--- src/rtl/shl_pkg.sv ---
package shl_pkg;

    localparam int DATA_W = 32;
    localparam int BYTE_W = 8;
    localparam int WORD_W = 16;
    localparam int CNT_W  = $clog2(DATA_W);
    localparam logic [7:0] PREFIX = 8'h10;

    typedef enum logic [1:0] {
        SZ_BYTE = 2'd0,
        SZ_WORD = 2'd1,
        SZ_LONG = 2'd2,
        SZ_NONE = 2'd3
    } opsz_e;

    typedef struct packed {
        logic             legal;
        opsz_e            size;
        logic [CNT_W-1:0] count;
    } dec_t;

    typedef struct packed {
        logic h;
        logic n;
        logic z;
        logic v;
        logic c;
    } flags_t;

    function automatic logic [DATA_W-1:0] size_mask(input opsz_e sz);
        logic [DATA_W-1:0] m;
        case (sz)
            SZ_BYTE: m = {{(DATA_W-BYTE_W){1'b0}}, {BYTE_W{1'b1}}};
            SZ_WORD: m = {{(DATA_W-WORD_W){1'b0}}, {WORD_W{1'b1}}};
            SZ_LONG: m = {DATA_W{1'b1}};
            default: m = '0;
        endcase
        return m;
    endfunction

    function automatic logic [CNT_W-1:0] cnt_of(input int n);
        return CNT_W'(n);
    endfunction

endpackage

--- src/rtl/shl_decode.sv ---
module shl_decode
    import shl_pkg::*;
(
    input  logic [15:0] instr,
    input  logic        cnt_mode,
    input  logic [7:0]  cnt_byte,
    output dec_t        dec
);

    logic unused_fields;
    assign unused_fields = ^{instr[2:0], cnt_byte[7:CNT_W]};

    always_comb begin
        dec.legal = 1'b0;
        dec.size  = SZ_NONE;
        dec.count = '0;
        if (instr[15:8] == PREFIX) begin
            case (instr[7:4])
                4'h0: begin dec.legal = 1'b1; dec.size = SZ_BYTE; dec.count = cnt_of(1); end
                4'h4: begin dec.legal = 1'b1; dec.size = SZ_BYTE; dec.count = cnt_of(2); end
                4'hA: begin dec.legal = 1'b1; dec.size = SZ_BYTE; dec.count = cnt_of(4); end
                4'h1: begin dec.legal = 1'b1; dec.size = SZ_WORD; dec.count = cnt_of(1); end
                4'h5: begin dec.legal = 1'b1; dec.size = SZ_WORD; dec.count = cnt_of(2); end
                4'h2: begin dec.legal = 1'b1; dec.size = SZ_WORD; dec.count = cnt_of(4); end
                4'h6: begin dec.legal = 1'b1; dec.size = SZ_WORD; dec.count = cnt_of(8); end
                4'h3: begin
                    dec.legal = 1'b1;
                    dec.size  = SZ_LONG;
                    dec.count = instr[3] ? cnt_of(4) : cnt_of(1);
                end
                4'h7: begin
                    dec.legal = 1'b1;
                    dec.size  = SZ_LONG;
                    dec.count = instr[3] ? cnt_of(8) : cnt_of(2);
                end
                4'hF: begin
                    if (instr[3]) begin
                        dec.legal = 1'b1;
                        dec.size  = SZ_LONG;
                        dec.count = cnt_of(16);
                    end
                end
                default: ;
            endcase
            if (dec.legal && cnt_mode) begin
                dec.count = cnt_byte[CNT_W-1:0];
            end
        end
    end

endmodule

--- src/rtl/shl_core.sv ---
module shl_core
    import shl_pkg::*;
(
    input  logic [DATA_W-1:0] opnd,
    input  opsz_e             size,
    input  logic [CNT_W-1:0]  count,
    output logic [DATA_W-1:0] result,
    output flags_t            flg
);

    logic [DATA_W-1:0] mask;
    logic [DATA_W-1:0] slice;
    logic [DATA_W-1:0] shifted;
    logic [DATA_W:0]   wide;
    logic              carry;
    logic              msb;

    always_comb begin
        mask    = size_mask(size);
        slice   = opnd & mask;
        wide    = {1'b0, slice} << count;
        shifted = wide[DATA_W-1:0] & mask;
        case (size)
            SZ_BYTE: begin carry = wide[BYTE_W]; msb = shifted[BYTE_W-1]; end
            SZ_WORD: begin carry = wide[WORD_W]; msb = shifted[WORD_W-1]; end
            default: begin carry = wide[DATA_W]; msb = shifted[DATA_W-1]; end
        endcase
        result = (opnd & ~mask) | shifted;
        flg.h  = 1'b0;
        flg.v  = 1'b0;
        flg.n  = msb;
        flg.z  = (shifted == '0);
        flg.c  = carry;
    end

endmodule

--- src/rtl/shl_unit.sv ---
module shl_unit
    import shl_pkg::*;
(
    input  logic        clk,
    input  logic        rst,
    input  logic        in_valid,
    input  logic [15:0] instr,
    input  logic        cnt_mode,
    input  logic [7:0]  cnt_byte,
    input  logic [31:0] opnd_i,
    output logic        out_valid,
    output logic [31:0] res_o,
    output logic        flag_h,
    output logic        flag_n,
    output logic        flag_z,
    output logic        flag_v,
    output logic        flag_c,
    output logic        illegal
);

    dec_t              dec;
    logic [DATA_W-1:0] core_res;
    flags_t            core_flg;

    logic [DATA_W-1:0] res_q;
    flags_t            flags_q;
    logic              illegal_q;
    logic              valid_q;

    shl_decode u_decode (
        .instr    (instr),
        .cnt_mode (cnt_mode),
        .cnt_byte (cnt_byte),
        .dec      (dec)
    );

    shl_core u_core (
        .opnd   (opnd_i),
        .size   (dec.size),
        .count  (dec.count),
        .result (core_res),
        .flg    (core_flg)
    );

    always_ff @(posedge clk) begin
        if (rst) begin
            valid_q   <= 1'b0;
            illegal_q <= 1'b0;
            res_q     <= '0;
            flags_q   <= '0;
        end else begin
            valid_q   <= in_valid;
            illegal_q <= in_valid & ~dec.legal;
            if (in_valid) begin
                if (dec.legal) begin
                    res_q   <= core_res;
                    flags_q <= core_flg;
                end else begin
                    res_q   <= opnd_i;
                end
            end
        end
    end

    assign out_valid = valid_q;
    assign res_o     = res_q;
    assign illegal   = illegal_q;
    assign flag_h    = flags_q.h;
    assign flag_n    = flags_q.n;
    assign flag_z    = flags_q.z;
    assign flag_v    = flags_q.v;
    assign flag_c    = flags_q.c;

endmodule

--- config.mk ---
export PLATFORM = sky130hd
export DESIGN_NAME = shl_unit
export DESIGN_NICKNAME = d
export VERILOG_FILES = /design/src/rtl/shl_pkg.sv /design/src/rtl/shl_decode.sv /design/src/rtl/shl_core.sv /design/src/rtl/shl_unit.sv
export SDC_FILE = /design/constraint.sdc
export NUM_CORES = 1
export LEC_CHECK = 0
export ABC_CLOCK_PERIOD_IN_PS = 5100
export CELL_PAD_IN_SITES_DETAIL_PLACEMENT = 1
export CELL_PAD_IN_SITES_GLOBAL_PLACEMENT = 1
export CORE_MARGIN = 2
export CORE_UTILIZATION = 34
export DETAILED_ROUTE_END_ITERATION = 6
export HOLD_SLACK_MARGIN = 0.08
export PLACE_DENSITY = 0.78
export SLEW_MARGIN = 15
export SYNTH_ARGS = -nofsm -noshare
export SYNTH_HDL_FRONTEND = slang
export SYNTH_SLANG_ARGS = --single-unit
--- constraint.sdc ---
create_clock -name clk -period 5.1 [get_ports clk]
set_input_delay 1.02 -clock clk [delete_from_list [all_inputs] [get_ports clk]]
set_output_delay 1.02 -clock clk [all_outputs]
set_load 0.02 [all_outputs]
==> flow_metrics.py <==
metrics = {
    "placement": {
        "io_buffers": 90,
        "hpwlAfterDp_mm": 15.8,
        "placed_area_sq_mm": 0.00605,
        "routabilityCongestion": 0.939,
    },
    "worst_setup_path": {
        "critPathMaxStageDelay_ps": 520,
        "reg2reg_depth": 3,
        "crit_arrival_ps": 5120,
        "cp_top_family": "simple AND/OR/NAND/NOR gates",
        "cp_slowest_cell": "or4_4",
        "crit_cells": 15,
        "r2r_slack_ps": 4210,
        "cp_common_cell": "buf_4",
        "start_kind": "primary input",
        "cp-end-kind": "flop",
        "crit_fanout": 14,
        "crit_chain": "clkdlybuf4s50_1 > nor4b_2 > nand2_1 > a221o_2 > buf_4 > buf_4 > ha_1 > buf_4 > nand2_1 > o22ai_1 > o21ai_0 > o211ai_1 > or4_1 > or4_4 > a221oi_2",
        "rr_startpoint": "flag_z",
        "required_ps": 5310,
        "crit_buf_inv": 4,
        "r2r-end": "flag_z",
        "critPathKind": "primary input to flop",
        "crit_start": "instr[10]",
        "critPathCapture": "flag_z",
    },
    "global_routing": {
        "grt_pass1_vias": 5584,
        "grt_pass1_wl_mm": 30.3,
        "overflow": 0,
        "grt_max_degree": 37,
        "grtUsageTotal_pct": 28.8,
        "antenna_found_initial": 0,
    },
    "timing": {
        "fin_skew_ps": 0,
        "relSlewSlack_pct": 37.7,
        "timing_hold_violations_final": 0,
        "slew_viol_final": 0,
        "finalSetupTns_ps": 0,
        "period_needed_ps": 4920,
        "hold_slack_ps": 483,
        "min_period_over_period_pct": 96.4,
        "worst_slew_pin_slew_ps": 927,
        "setup_violations": 0,
        "fmax_mhz": 203,
    },
    "layout": {
        "nFillCells": 1598,
        "num_antenna_cells": 0,
        "drive_above_1_share_pct": 25.2,
        "design_area_sq_mm": 0.00631,
        "fin_util_pct": 50.4,
        "syn_to_final_growth_pct": 45.6,
        "nets": 813,
    },
    "pwr": {
        "cellLeakagePower_nw": 2.51,
        "finalPower_uw": 953,
        "peakVddDrop_mv": 0.171,
        "power_density_mw_per_mm2": 151,
    },
    "die": {
        "die_width_um": 117,
        "coreArea_sq_mm": 0.0125,
        "rows": 41,
        "die_h_um": 117,
        "initial_core_util_pct": 34.6,
        "dieArea_sq_mm": 0.0137,
        "io_pins": 99,
    },
    "routing": {
        "wirelength_mm": 19.7,
        "antenna_left": 0,
        "vias_per_cell": 5.89,
        "drt_first_pass_iters": 5,
        "wl_per_cell_um": 21.4,
        "drtIter0Drc": 323,
        "vias": 5429,
        "drc": 0,
    },
    "yosys": {
        "syn_avg_cell_area_sq_um": 7.49,
        "yosys.cell_count.top_type": "nand2_1",
        "yosysUniqueCellTypes": 81,
        "syn_area_sq_mm": 0.00433,
        "synth_area_leaders": "dfxtp_1 (17%), mux2i_1 (10%), nand2_1 (6.7%), nor2_1 (4.9%), a211oi_1 (4.0%)",
        "synth-seq-cells": 37,
        "ys.flop_type": "dfxtp_1",
        "yosysTopAreaCell": "dfxtp_1",
        "synth_common_cells": "nand2_1 (77), nor2_1 (57), mux2i_1 (44), dfxtp_1 (37), a21oi_1 (27)",
        "synth_edf_count": 0,
        "synth_warnings": 0,
        "synth_seq_area_share_pct": 17.1,
        "synth_async_sr_flop_share_pct": 0,
        "synthCells": 578,
        "netlist.area_leader.share_pct": 17.1,
    },
    "clock_tree": {
        "clk_latency_ps": 290,
        "cts_buffer_depth": 2,
        "cts.sinks": 37,
        "cts_tree": "yes",
        "ctsHoldBuffers": 0,
        "root_buffer": "clkbuf_16",
        "clk_pin_slew_ps": 60,
        "cts_inserted_buffers": 5,
        "htree_levels": 2,
    },
    "status": {
        "outcome": "finished clean",
    },
    "job": {
        "maxCapViolations": 0,
    },
    "worst_hold_path": {
        "hp-class": "flop to flop",
    },
}
-- area by class of cell --
cell class	count	area, sq um	share of cell area (%)
Sequential cell	37	741	11.7
Inverter	9	41.3	0.655
Timing Repair Buffer	212	1840	29.2
Clock buffer	6	139	2.20
Tap cell	172	215	3.41
Clock inverter	2	37.5	0.595
Multi-Input combinational cell	484	3290	52.2
-- stage by stage --
stage               cells  setup slack (ps)
CTS                   918              32.7
floorplan             579              22.9
detailed placement    910              -244
global route          922             -51.4
global placement      910              -188
finish                922               185
-- flip-flops by register name, indices dropped and copies added, names as in the netlist --
register,flops
illegal,1
flag_z,1
res_o,32
flag_c,1
out_valid,1
flag_n,1
-- routing by layer --
metal / track usage [%] / vias up / wire (um)
met3: 4.99 / 49 / 1080
met1: 35.9 / 2637 / 8380
met2: 49.1 / 186 / 9420
met4: 12.2 / 0 / 799
met5: 0 / - / 0
li1: - / 2557 / -
-- how the worst min path moves through the flow --
stage | from | endpoint | depth (start not counted) | slack (ps)
2_1_floorplan | res_o[8] | res_o[8] | 2 | 550
3_3_place_gp | res_o[3] | res_o[3] | 2 | 480
3_5_place_dp | res_o[0] | res_o[0] | 2 | 480
4_1_cts | res_o[0] | res_o[0] | 2 | 490
5_1_grt | res_o[15] | res_o[15] | 2 | 510
6_report | res_o[2] | res_o[2] | 2 | 480
-- timing repair --
action / 4_1_cts / 5_1_grt
setup buffers: 0 / 4
resized for setup: 0 / 12
endpoints found under the setup margin: 0 / 2
-- kinds of logic after synthesis --
| group | Yosys count | share of synthesized area [%] |
|---|---|---|
| compound gates | 204 | 34.9 |
| xor+xnor | 1 | 0.202 |
| fa+ha+maj | 4 | 1.16 |
| buf+inv | 58 | 8.38 |
| flops | 37 | 17.1 |
| mux | 61 | 14.8 |
| other cells | 1 | 0.0866 |
| simple gates | 212 | 23.4 |
-- where the power goes --
part / internal (mW) / switching, mW / leakage, nW
combinational: 0.127 / 0.139 / 2.12
sequential: 0.307 / 0.00946 / 0.306
clock: 0.244 / 0.126 / 0.0831
total: 0.678 / 0.275 / 2.51
-- tightest hold or removal path, stage by stage (launching register included) --
cell	delay, ps
dfxtp_1	300
nor2_1	80
a211oi_1	50
-- placed cells by master, fill, tap and decap left out, types with 4 or more instances in the layout --
cell / instances
a211oi_1: 23
a21o_1: 7
a21oi_1: 26
a221oi_1: 4
a22oi_1: 16
a311oi_1: 5
a31oi_1: 15
a32oi_1: 4
and2_1: 4
and3_2: 5
buf_4: 120
clkbuf_16: 5
clkdlybuf4s50_1: 88
dfxtp_1: 37
inv_1: 8
mux2_2: 14
mux2i_1: 44
nand2_1: 77
nand3_1: 17
nand4_1: 4
nor2_1: 57
nor2b_1: 7
nor3_1: 13
o211ai_1: 10
o21ai_0: 22
o21ai_1: 5
o221ai_1: 4
o22ai_1: 15
o31ai_1: 4
Power figures use the tool's default switching activity.
